### config.mk
export PLATFORM = sky130hd
export DESIGN_NAME = csc_matrix
export DESIGN_NICKNAME = d
export VERILOG_FILES = /design/src/rtl/csc_pkg.sv /design/src/rtl/csc_cfg_bank.sv /design/src/rtl/csc_mul_stage.sv /design/src/rtl/csc_sum_stage.sv /design/src/rtl/csc_round_stage.sv /design/src/rtl/csc_matrix.sv
export SDC_FILE = /design/constraint.sdc
export NUM_CORES = 2
export LEC_CHECK = 0
export BUFFER_PORTS_ARGS = -buffer_cell sky130_fd_sc_hd__buf_4
export CORE_MARGIN = 1
export CORE_UTILIZATION = 40
export DETAILED_ROUTE_END_ITERATION = 10
export PLACE_DENSITY = 0.57
export SYNTH_ARGS = -nofsm -noshare
export SYNTH_HDL_FRONTEND = slang
export SYNTH_SLANG_ARGS = --single-unit
### constraint.sdc
create_clock -name clk_i -period 10.7 [get_ports clk_i]
set_clock_uncertainty 0.05 [all_clocks]
set_input_delay 1.07 -clock clk_i [delete_from_list [all_inputs] [get_ports clk_i]]
set_output_delay 1.07 -clock clk_i [all_outputs]
set_load 0.02 [all_outputs]
### src/rtl/csc_pkg.sv
package csc_pkg;
  localparam int PIX_W      = 8;
  localparam int NCH        = 3;
  localparam int NCOEF      = NCH * NCH;
  localparam int COEF_W     = 9;
  localparam int COEF_FRAC  = 8;
  localparam int OFS_W      = 13;
  localparam int OFS_FRAC   = 2;
  localparam int SCL_W      = 2;
  localparam int PROD_W     = PIX_W + COEF_W;
  localparam int ACC_W      = PROD_W + 4;
  localparam int CFG_AW     = 4;
  localparam int CFG_DW     = OFS_W;
  localparam int ADDR_OFS   = NCOEF;
  localparam int ADDR_CTRL  = NCOEF + NCH;
  localparam int IDENT_COEF = 1 << (COEF_FRAC - 1);
  localparam int IDENT_SCL  = 2;
  localparam int LEGAL_MIN  = 16;
  localparam int LUMA_MAX   = 235;
  localparam int CHROMA_MAX = 240;
  localparam int FULL_MAX   = (1 << PIX_W) - 1;

  typedef logic signed [COEF_W-1:0] coef_t;
  typedef logic signed [OFS_W-1:0]  ofs_t;
  typedef logic signed [PROD_W-1:0] prod_t;
  typedef logic signed [ACC_W-1:0]  acc_t;
  typedef logic [PIX_W-1:0]         pix_t;
  typedef struct packed {
    logic             sat;
    logic [SCL_W-1:0] scl;
  } ctrl_t;
endpackage

### src/rtl/csc_cfg_bank.sv
module csc_cfg_bank
  import csc_pkg::*;
(
  input  logic              clk_i,
  input  logic              rst_ni,
  input  logic              we_i,
  input  logic [CFG_AW-1:0] addr_i,
  input  logic [CFG_DW-1:0] wdata_i,
  input  logic              load_i,
  output coef_t             shd_coef_o [NCOEF],
  output ofs_t              act_ofs_o  [NCH],
  output ctrl_t             act_ctrl_o,
  output coef_t             act_coef_o [NCOEF]
);
  ofs_t  shd_ofs [NCH];
  ctrl_t shd_ctrl;

  for (genvar k = 0; k < NCOEF; k++) begin : g_coef
    localparam coef_t RST_C = (k % (NCH + 1) == 0) ? coef_t'(IDENT_COEF) : coef_t'(0);
    always_ff @(posedge clk_i or negedge rst_ni) begin
      if (!rst_ni) begin
        shd_coef_o[k] <= RST_C;
        act_coef_o[k] <= RST_C;
      end else begin
        if (load_i) act_coef_o[k] <= shd_coef_o[k];
        if (we_i && addr_i == CFG_AW'(k)) shd_coef_o[k] <= wdata_i[COEF_W-1:0];
      end
    end
  end

  for (genvar i = 0; i < NCH; i++) begin : g_ofs
    always_ff @(posedge clk_i or negedge rst_ni) begin
      if (!rst_ni) begin
        shd_ofs[i]   <= '0;
        act_ofs_o[i] <= '0;
      end else begin
        if (load_i) act_ofs_o[i] <= shd_ofs[i];
        if (we_i && addr_i == CFG_AW'(ADDR_OFS + i)) shd_ofs[i] <= wdata_i;
      end
    end
  end

  always_ff @(posedge clk_i or negedge rst_ni) begin
    if (!rst_ni) begin
      shd_ctrl   <= '{sat: 1'b0, scl: SCL_W'(IDENT_SCL)};
      act_ctrl_o <= '{sat: 1'b0, scl: SCL_W'(IDENT_SCL)};
    end else begin
      if (load_i) act_ctrl_o <= shd_ctrl;
      if (we_i && addr_i == CFG_AW'(ADDR_CTRL)) shd_ctrl <= wdata_i[SCL_W:0];
    end
  end
endmodule

### src/rtl/csc_mul_stage.sv
module csc_mul_stage
  import csc_pkg::*;
(
  input  logic  clk_i,
  input  logic  rst_ni,
  input  logic  en_i,
  input  logic  valid_i,
  input  logic  sof_i,
  input  pix_t  pix_i  [NCH],
  input  coef_t coef_i [NCOEF],
  output logic  valid_o,
  output logic  sof_o,
  output prod_t prod_o [NCOEF]
);
  always_ff @(posedge clk_i or negedge rst_ni) begin
    if (!rst_ni) begin
      valid_o <= 1'b0;
      sof_o   <= 1'b0;
    end else if (en_i) begin
      valid_o <= valid_i;
      sof_o   <= valid_i && sof_i;
    end
  end

  // product k = c[k/NCH][k%NCH] * a[k%NCH]
  for (genvar k = 0; k < NCOEF; k++) begin : g_mul
    always_ff @(posedge clk_i or negedge rst_ni) begin
      if (!rst_ni) prod_o[k] <= '0;
      else if (en_i) prod_o[k] <= prod_t'(coef_i[k]) * prod_t'($signed({1'b0, pix_i[k % NCH]}));
    end
  end
endmodule

### src/rtl/csc_sum_stage.sv
module csc_sum_stage
  import csc_pkg::*;
(
  input  logic  clk_i,
  input  logic  rst_ni,
  input  logic  en_i,
  input  logic  valid_i,
  input  logic  sof_i,
  input  prod_t prod_i    [NCOEF],
  input  ofs_t  cfg_ofs_i [NCH],
  input  ctrl_t cfg_ctrl_i,
  output logic  valid_o,
  output logic  sof_o,
  output acc_t  acc_o     [NCH],
  output ctrl_t ctrl_o
);
  localparam int OFS_SH = COEF_FRAC - OFS_FRAC;

  ofs_t ofs_q [NCH];
  ofs_t ofs_use [NCH];
  acc_t acc_d [NCH];
  logic take;

  assign take = valid_i && sof_i;

  always_comb begin
    for (int i = 0; i < NCH; i++) begin
      ofs_use[i] = take ? cfg_ofs_i[i] : ofs_q[i];
      acc_d[i]   = acc_t'(ofs_use[i]) <<< OFS_SH;
      for (int j = 0; j < NCH; j++) acc_d[i] = acc_d[i] + acc_t'(prod_i[i*NCH + j]);
    end
  end

  always_ff @(posedge clk_i or negedge rst_ni) begin
    if (!rst_ni) begin
      valid_o <= 1'b0;
      sof_o   <= 1'b0;
      ctrl_o  <= '{sat: 1'b0, scl: SCL_W'(IDENT_SCL)};
      for (int i = 0; i < NCH; i++) begin
        ofs_q[i] <= '0;
        acc_o[i] <= '0;
      end
    end else if (en_i) begin
      valid_o <= valid_i;
      sof_o   <= take;
      if (take) ctrl_o <= cfg_ctrl_i;
      for (int i = 0; i < NCH; i++) begin
        if (take) ofs_q[i] <= cfg_ofs_i[i];
        acc_o[i] <= acc_d[i];
      end
    end
  end
endmodule

### src/rtl/csc_round_stage.sv
module csc_round_stage
  import csc_pkg::*;
(
  input  logic  clk_i,
  input  logic  rst_ni,
  input  logic  en_i,
  input  logic  valid_i,
  input  logic  sof_i,
  input  acc_t  acc_i [NCH],
  input  ctrl_t ctrl_i,
  output logic  valid_o,
  output pix_t  pix_o [NCH]
);
  ctrl_t ctrl_q;
  ctrl_t ctrl_use;
  logic [3:0] sh;
  acc_t bias;
  acc_t rnd [NCH];
  pix_t clp [NCH];

  assign ctrl_use = (valid_i && sof_i) ? ctrl_i : ctrl_q;
  assign sh       = 4'(COEF_FRAC + 1) - 4'(ctrl_use.scl);
  assign bias     = acc_t'(1) <<< (sh - 4'd1);

  always_comb begin
    for (int i = 0; i < NCH; i++) begin
      acc_t lo;
      acc_t hi;
      rnd[i] = (acc_i[i] + bias) >>> sh;
      lo = ctrl_use.sat ? acc_t'(LEGAL_MIN) : acc_t'(0);
      hi = !ctrl_use.sat ? acc_t'(FULL_MAX) : (i == 0) ? acc_t'(LUMA_MAX) : acc_t'(CHROMA_MAX);
      if (rnd[i] < lo)      clp[i] = lo[PIX_W-1:0];
      else if (rnd[i] > hi) clp[i] = hi[PIX_W-1:0];
      else                  clp[i] = rnd[i][PIX_W-1:0];
    end
  end

  always_ff @(posedge clk_i or negedge rst_ni) begin
    if (!rst_ni) begin
      valid_o <= 1'b0;
      ctrl_q  <= '{sat: 1'b0, scl: SCL_W'(IDENT_SCL)};
      for (int i = 0; i < NCH; i++) pix_o[i] <= '0;
    end else if (en_i) begin
      valid_o <= valid_i;
      if (valid_i && sof_i) ctrl_q <= ctrl_i;
      for (int i = 0; i < NCH; i++) pix_o[i] <= clp[i];
    end
  end
endmodule

### src/rtl/csc_matrix.sv
module csc_matrix
  import csc_pkg::*;
(
  input  logic                 clk_i,
  input  logic                 rst_ni,
  input  logic                 cfg_we_i,
  input  logic [CFG_AW-1:0]    cfg_addr_i,
  input  logic [CFG_DW-1:0]    cfg_wdata_i,
  input  logic                 in_valid_i,
  output logic                 in_ready_o,
  input  logic                 in_sof_i,
  input  logic [NCH*PIX_W-1:0] in_pix_i,
  output logic                 out_valid_o,
  input  logic                 out_ready_i,
  output logic [NCH*PIX_W-1:0] out_pix_o
);
  logic  en;
  logic  load;
  coef_t shd_coef [NCOEF];
  coef_t act_coef [NCOEF];
  coef_t use_coef [NCOEF];
  ofs_t  act_ofs  [NCH];
  ctrl_t act_ctrl;
  pix_t  pix_in   [NCH];
  pix_t  pix_out  [NCH];
  logic  v1, s1, v2, s2;
  prod_t prod [NCOEF];
  acc_t  acc  [NCH];
  ctrl_t ctrl2;

  // global stall: every stage advances together
  assign en         = !out_valid_o || out_ready_i;
  assign in_ready_o = en;
  assign load       = in_valid_i && en && in_sof_i;

  for (genvar i = 0; i < NCH; i++) begin : g_pack
    assign pix_in[i]                  = in_pix_i[i*PIX_W +: PIX_W];
    assign out_pix_o[i*PIX_W +: PIX_W] = pix_out[i];
  end

  for (genvar k = 0; k < NCOEF; k++) begin : g_cuse
    assign use_coef[k] = (in_valid_i && in_sof_i) ? shd_coef[k] : act_coef[k];
  end

  csc_cfg_bank u_cfg (
    .clk_i      (clk_i),
    .rst_ni     (rst_ni),
    .we_i       (cfg_we_i),
    .addr_i     (cfg_addr_i),
    .wdata_i    (cfg_wdata_i),
    .load_i     (load),
    .shd_coef_o (shd_coef),
    .act_ofs_o  (act_ofs),
    .act_ctrl_o (act_ctrl),
    .act_coef_o (act_coef)
  );

  csc_mul_stage u_mul (
    .clk_i   (clk_i),
    .rst_ni  (rst_ni),
    .en_i    (en),
    .valid_i (in_valid_i),
    .sof_i   (in_sof_i),
    .pix_i   (pix_in),
    .coef_i  (use_coef),
    .valid_o (v1),
    .sof_o   (s1),
    .prod_o  (prod)
  );

  csc_sum_stage u_sum (
    .clk_i      (clk_i),
    .rst_ni     (rst_ni),
    .en_i       (en),
    .valid_i    (v1),
    .sof_i      (s1),
    .prod_i     (prod),
    .cfg_ofs_i  (act_ofs),
    .cfg_ctrl_i (act_ctrl),
    .valid_o    (v2),
    .sof_o      (s2),
    .acc_o      (acc),
    .ctrl_o     (ctrl2)
  );

  csc_round_stage u_rnd (
    .clk_i   (clk_i),
    .rst_ni  (rst_ni),
    .en_i    (en),
    .valid_i (v2),
    .sof_i   (s2),
    .acc_i   (acc),
    .ctrl_i  (ctrl2),
    .valid_o (out_valid_o),
    .pix_o   (pix_out)
  );
endmodule

After elaboration in Yosys (flattened, before gate mapping)
Index checks and enable logic that the tools add are counted.
- bits in registers: 536
- add/sub/neg operators: 14
- multiply operators: 9
- $lt $le $gt $ge: 6
- equal/unequal tests: 12
- shifts and indexed selects: 4
- muxes and demuxes: 22
- reduce and logical (&&, ||, !) cells: 22
- operators with widths (operator ; count):
    $mul 9x9->17 ; 9
    $mux 9 ; 9
    $add 20x17->21 ; 3
    $add 21x17->21 ; 3
    $add 21x21->21 ; 3
    $gt 21x21->1 ; 3
    $lt 21x21->1 ; 3
    $sshr 21x4->21 ; 3
    $add 19x17->20 ; 3
    $mux 8 ; 6
    $mux 13 ; 3
    $sshl 2x4->21 const A ; 1
    $eq 4x4->1 const B ; 5
    $logic_and 1x1->1 ; 18
    $eq 4x3->1 const B ; 4
    $mux 5 ; 2
    $eq 4x2->1 const B ; 2
    $eq 4x1->1 const B ; 1
    $logic_not 4->1 ; 1
    $mux 4 ; 1
    $sub 4x1->4 const B ; 1
    $sub 4x2->4 const A ; 1
    $mux 3 ; 1
    $reduce_and 2->1 ; 1
    other kinds (2) ; 2

Depth between registers and ports, before layout
- word-level depth: 10
- depth in mapped cells: 26

Modules after synthesis
A second synthesis with hierarchy kept.
- cells, all modules: 5704
- area total of the unflattened synthesis: 55866.1 um^2
- by module, submodules not included (module ; instances ; cells an instance ; area an instance (um^2) ; sequential area each (um^2)):
    csc_mul_stage ; 1 ; 3350 ; 30380.4 ; 3878.7
    csc_sum_stage ; 1 ; 1048 ; 10184.8 ; 2678.8
    csc_cfg_bank ; 1 ; 542 ; 9198.8 ; 6165.9
    csc_round_stage ; 1 ; 672 ; 5029.8 ; 701.9
    csc_matrix ; 1 ; 92 ; 1072.3 ; 0.0

Worst setup path before layout
OpenSTA, ideal clock, no wires.
- kind: input to register
- start point: input port in_valid_i
- end point: register u_mul.prod_o[152] in the netlist's numbering
- arrival: 6226 ps
- slack: 4342 ps
- cell stages on the path: 22
- buffers on the path: 1
- cells stage by stage: nand2_1 buf_1 mux2i_1 nand2b_1 fa_1 inv_1 fa_1 inv_1 fa_1 fa_1 inv_1 ha_1 o21ai_0 a21boi_0 o21ai_0 a21boi_0 o21ai_0 a21boi_0 o21ai_0 a21oi_1 or3_1 a31oi_1
- longest elaborated chain between the ends: 3
- RTL lines (item ; line ; RTL):
    start, declared ; csc_matrix.sv:9 ; input logic in_valid_i,
    $logic_and 1x1->1 ; csc_matrix.sv:42 ; assign use_coef[k] = (in_valid_i && in_sof_i) ? shd_coef[k] : act_coef[k];
    $mux 9 ; csc_matrix.sv:42 ;
    $mul 9x9->17 ; csc_mul_stage.sv:29 ; else if (en_i) prod_o[k] <= prod_t'(coef_i[k]) * prod_t'($signed({1'b0, pix_i[k % NCH]}));
    end signal, assigned by index ; csc_mul_stage.sv:29 ;
    end, declared ; csc_mul_stage.sv:13 ; output prod_t prod_o [NCOEF]
Every way passes these cells.
A chain may end at the register's enable or synchronous reset.

Worst setup path after layout
- start point: input port in_valid_i
- end point: register u_mul.prod_o[118] in the netlist's numbering
The elaborated chain is that of the path after synthesis.

==> results.sh <==
export IMPL_status="finished clean"
export IMPL_fp_row_count=131
export IMPL_clock_fmax_ghz=0.140
export IMPL_setup_violations=0
export IMPL_critPathLaunchType="input pin"
export IMPL_layout_commonest_cell="inv_1"
export IMPL_min_from="u_rnd.pix_o[7]$_DFFE_PN0N_"
export IMPL_holdPathEnd="u_rnd.pix_o[7]$_DFFE_PN0N_"
export IMPL_ys_flop_type="dfrtp_1"
export IMPL_final_cell_mix="822 x inv_1, 615 x fa_1, 534 x nand2_1, 523 x dfrtp_1, 416 x ha_1"
export IMPL_port_buffers=72
export IMPL_vias=34800
export IMPL_core_area_um2=128000
export IMPL_nets=6261
export IMPL_synth_xor_xnor_area_share_pct=3.29
export IMPL_globalRouteTotalUtil_pct=20.4
export IMPL_reg2reg_depth=21
export IMPL_ys_types=89
export IMPL_rsz0062_at_grt="no"
export IMPL_synth_edf_count=0
export IMPL_cts_sinks=533
export IMPL_grt_max_degree=135
export IMPL_dp_hpwl_mm=97.9
export IMPL_fin_crit_sh_pct=66.9
export IMPL_slew_headroom_pct=25.0
export IMPL_fin_util_pct=44.1
export IMPL_antenna_found_initial=9
export IMPL_vias_per_cell=5.05
export IMPL_drive_gt1_share_pct=12.6
export IMPL_cts_setup_buffers=0
export IMPL_cts_hold_buf=0
export IMPL_place_area_um2=54100
export IMPL_ys_seq_area_share_pct=25.8
export IMPL_maxCapViolations=0
export IMPL_yosysWarnings=0
export IMPL_synthAdderAreaFrac_pct=33.9
export IMPL_crit_type="input pin to flop"
export IMPL_critical_path_endpoint_type="flop"
export IMPL_grt_pass1_vias=36000
export IMPL_start_util_pct=40.4
export IMPL_fp_dieW_um=361
export IMPL_area_growth_synth_to_final_pct=9.09
export IMPL_synth_compound_area_share_pct=7.81
export IMPL_drv_slew=0
export IMPL_dr_pass1_iters=5
export IMPL_cts_root_buf="clkbuf_16"
export IMPL_synth_simple_area_share_pct=12.5
export IMPL_insertion_delay_ns=0.63
export IMPL_stdcell_area_um2=56400
export IMPL_cts_buffer_depth=3
export IMPL_timing_rr_start="u_rnd.ctrl_q[1]$_DFFE_PN1N_"
export IMPL_worst_ep_required_time_ns=11.19
export IMPL_hold_path_class="flop to flop"
export IMPL_ant_nets=0
export IMPL_clkTransAtPathRegs_ns=0.06
export IMPL_synth_avg_cell_area_um2=10.0
export IMPL_drtIter0Drc=1984
export IMPL_io_pins=73
export IMPL_netlist_instances=5143
export IMPL_critPathArrivalTime_ns=7.65
export IMPL_grt_overflow_total=0
export IMPL_fillers=12400
export IMPL_grt_pass1_wl_mm=207
export IMPL_gp_congestion=0.840
export IMPL_final_setup_tns_ns=0
export IMPL_dp_cells=6775
export IMPL_cts_buffers=68
export IMPL_wl_per_cell_um=18.8
export IMPL_die_area_um2=131000
export IMPL_min_path_cells=2
export IMPL_die_height_um=361
export IMPL_cts_resized=0
export IMPL_hold_violations=0
export IMPL_cts_tree="yes"
export IMPL_min_period_ns=7.16
export IMPL_rr_endpoint="u_rnd.pix_o[10]$_DFFE_PN0N_"
export IMPL_instances_no_fill=6897
export IMPL_synth_top_family_by_area="adder cells"
export IMPL_crit_fanout=49
export IMPL_routed_wl_mm=130
export IMPL_tightest_slew_ns=1.12
export IMPL_netlist_area_um2=51700
export IMPL_synthMuxAreaShare_pct=9.48
export IMPL_async_flop_share_pct=100
export IMPL_htreeDepth=3
export IMPL_yosys_register_bits=533
export IMPL_regToRegSetupSlack_ns=4.66
export IMPL_drcViolationCount=0
==> critical path, cell delays in order <==
cell      delay [ns]
buf_4           0.12
nand2_4         0.45
buf_4           0.74
mux2i_1         0.71
nor2b_1         0.15
fa_1            0.47
fa_1            0.45
ha_1            0.29
inv_1           0.05
fa_1            0.48
inv_1           0.04
ha_1            0.30
nor2b_1         0.14
o21ai_0         0.21
a21boi_0        0.15
o21ai_0         0.22
a21boi_0        0.19
o21ai_0         0.25
a21boi_0        0.16
o21ai_0         0.26
a21oi_1         0.12
or3_1           0.37
a31oi_1         0.16
==> per-stage QoR <==
stage,hold WS (ns),setup WS [ns]
2_1_floorplan,0.389,4.34
3_3_place_gp,0.411,3.07
3_5_place_dp,0.415,2.97
4_1_cts,0.427,3.60
5_1_grt,0.448,3.05
6_report,0.426,3.54
==> cell usage after synthesis, types with 10 or more instances <==
master / count / area (um^2)
a21boi_0: 29 / 218
and2_1: 268 / 1680
nand2_1: 536 / 2010
nor3_1: 20 / 100
or3_1: 22 / 138
mux2_2: 397 / 4470
clkbuf_1: 141 / 529
o21ai_0: 142 / 711
o31ai_1: 36 / 270
a31oi_1: 19 / 119
dfstp_2: 10 / 263
mux2i_1: 39 / 390
inv_1: 822 / 3090
xnor2_1: 130 / 1140
a21o_1: 48 / 360
nand3_1: 21 / 105
ha_1: 416 / 5200
o21bai_1: 15 / 113
xor2_1: 62 / 543
dfrtp_1: 523 / 13100
nor2b_1: 149 / 932
buf_1: 14 / 52.6
o22ai_1: 12 / 75.1
a21oi_1: 216 / 1080
nand2b_1: 51 / 319
a211oi_1: 16 / 120
o21a_1: 11 / 82.6
nor2_1: 202 / 758
and3_1: 20 / 125
o211ai_1: 14 / 105
fa_1: 615 / 12300
==> registers in the layout (all words and copies together) (netlist names) <==
| register | cells |
|---|---|
| u_sum.ofs_q | 39 |
| u_cfg.shd_coef_o | 81 |
| u_mul.prod_o | 153 |
| u_sum.sof_o | 1 |
| u_mul.valid_o | 1 |
| u_sum.acc_o | 60 |
| u_cfg.act_ctrl_o | 3 |
| u_sum.valid_o | 1 |
| u_cfg.shd_ctrl | 3 |
| u_rnd.ctrl_q | 3 |
| u_cfg.act_ofs_o | 39 |
| u_sum.ctrl_o | 3 |
| u_rnd.pix_o | 24 |
| u_rnd.valid_o | 1 |
| u_cfg.shd_ofs | 39 |
| u_cfg.act_coef_o | 81 |
| u_mul.sof_o | 1 |
==> logic make-up after synthesis <==
family | after synthesis
adder cells (fa/ha/maj) | 1032
AO/OA/AOI/OAI | 638
multiplexers | 438
XOR/XNOR | 193
AND/OR/NAND/NOR | 1328
buffers and inverters | 980
other | 1
flip-flops | 533
==> final cells by class <==
cell class / instances / area [um^2] / area share [%]
antenna: 3 / 7.51 / 0.0133
clock buffer: 93 / 2010 / 3.56
clock inverter: 26 / 270 / 0.480
inverter: 824 / 3100 / 5.50
multi-input combinational: 3656 / 34800 / 61.7
sequential: 533 / 13400 / 23.7
tap: 1662 / 2080 / 3.69
timing repair buffer: 100 / 771 / 1.37
==> routing by layer <==
metal / up-vias / share of wire (%) / track usage (%)
li1: 16500 / - / -
met1: 17500 / 47 / 28.7
met2: 595 / 46 / 32.9
met3: 150 / 4.4 / 2.96
met4: 0 / 2.5 / 5.06
met5: - / 0 / 0
==> worst max-delay path by stage <==
stage                          start                            end  cells past startpoint
final                     in_valid_i  u_mul.prod_o[118]$_DFFE_PN0N_                     23
after global routing      in_valid_i  u_mul.prod_o[118]$_DFFE_PN0N_                     23
after CTS                 in_valid_i  u_mul.prod_o[118]$_DFFE_PN0N_                     23
after detailed placement  in_valid_i  u_mul.prod_o[118]$_DFFE_PN0N_                     23
after global placement    in_valid_i  u_mul.prod_o[118]$_DFFE_PN0N_                     25
after floorplan           in_valid_i  u_mul.prod_o[152]$_DFFE_PN0N_                     22
Power is not shown: default switching activity piles up to over one toggle a cycle in this logic, so the estimate is an artifact.
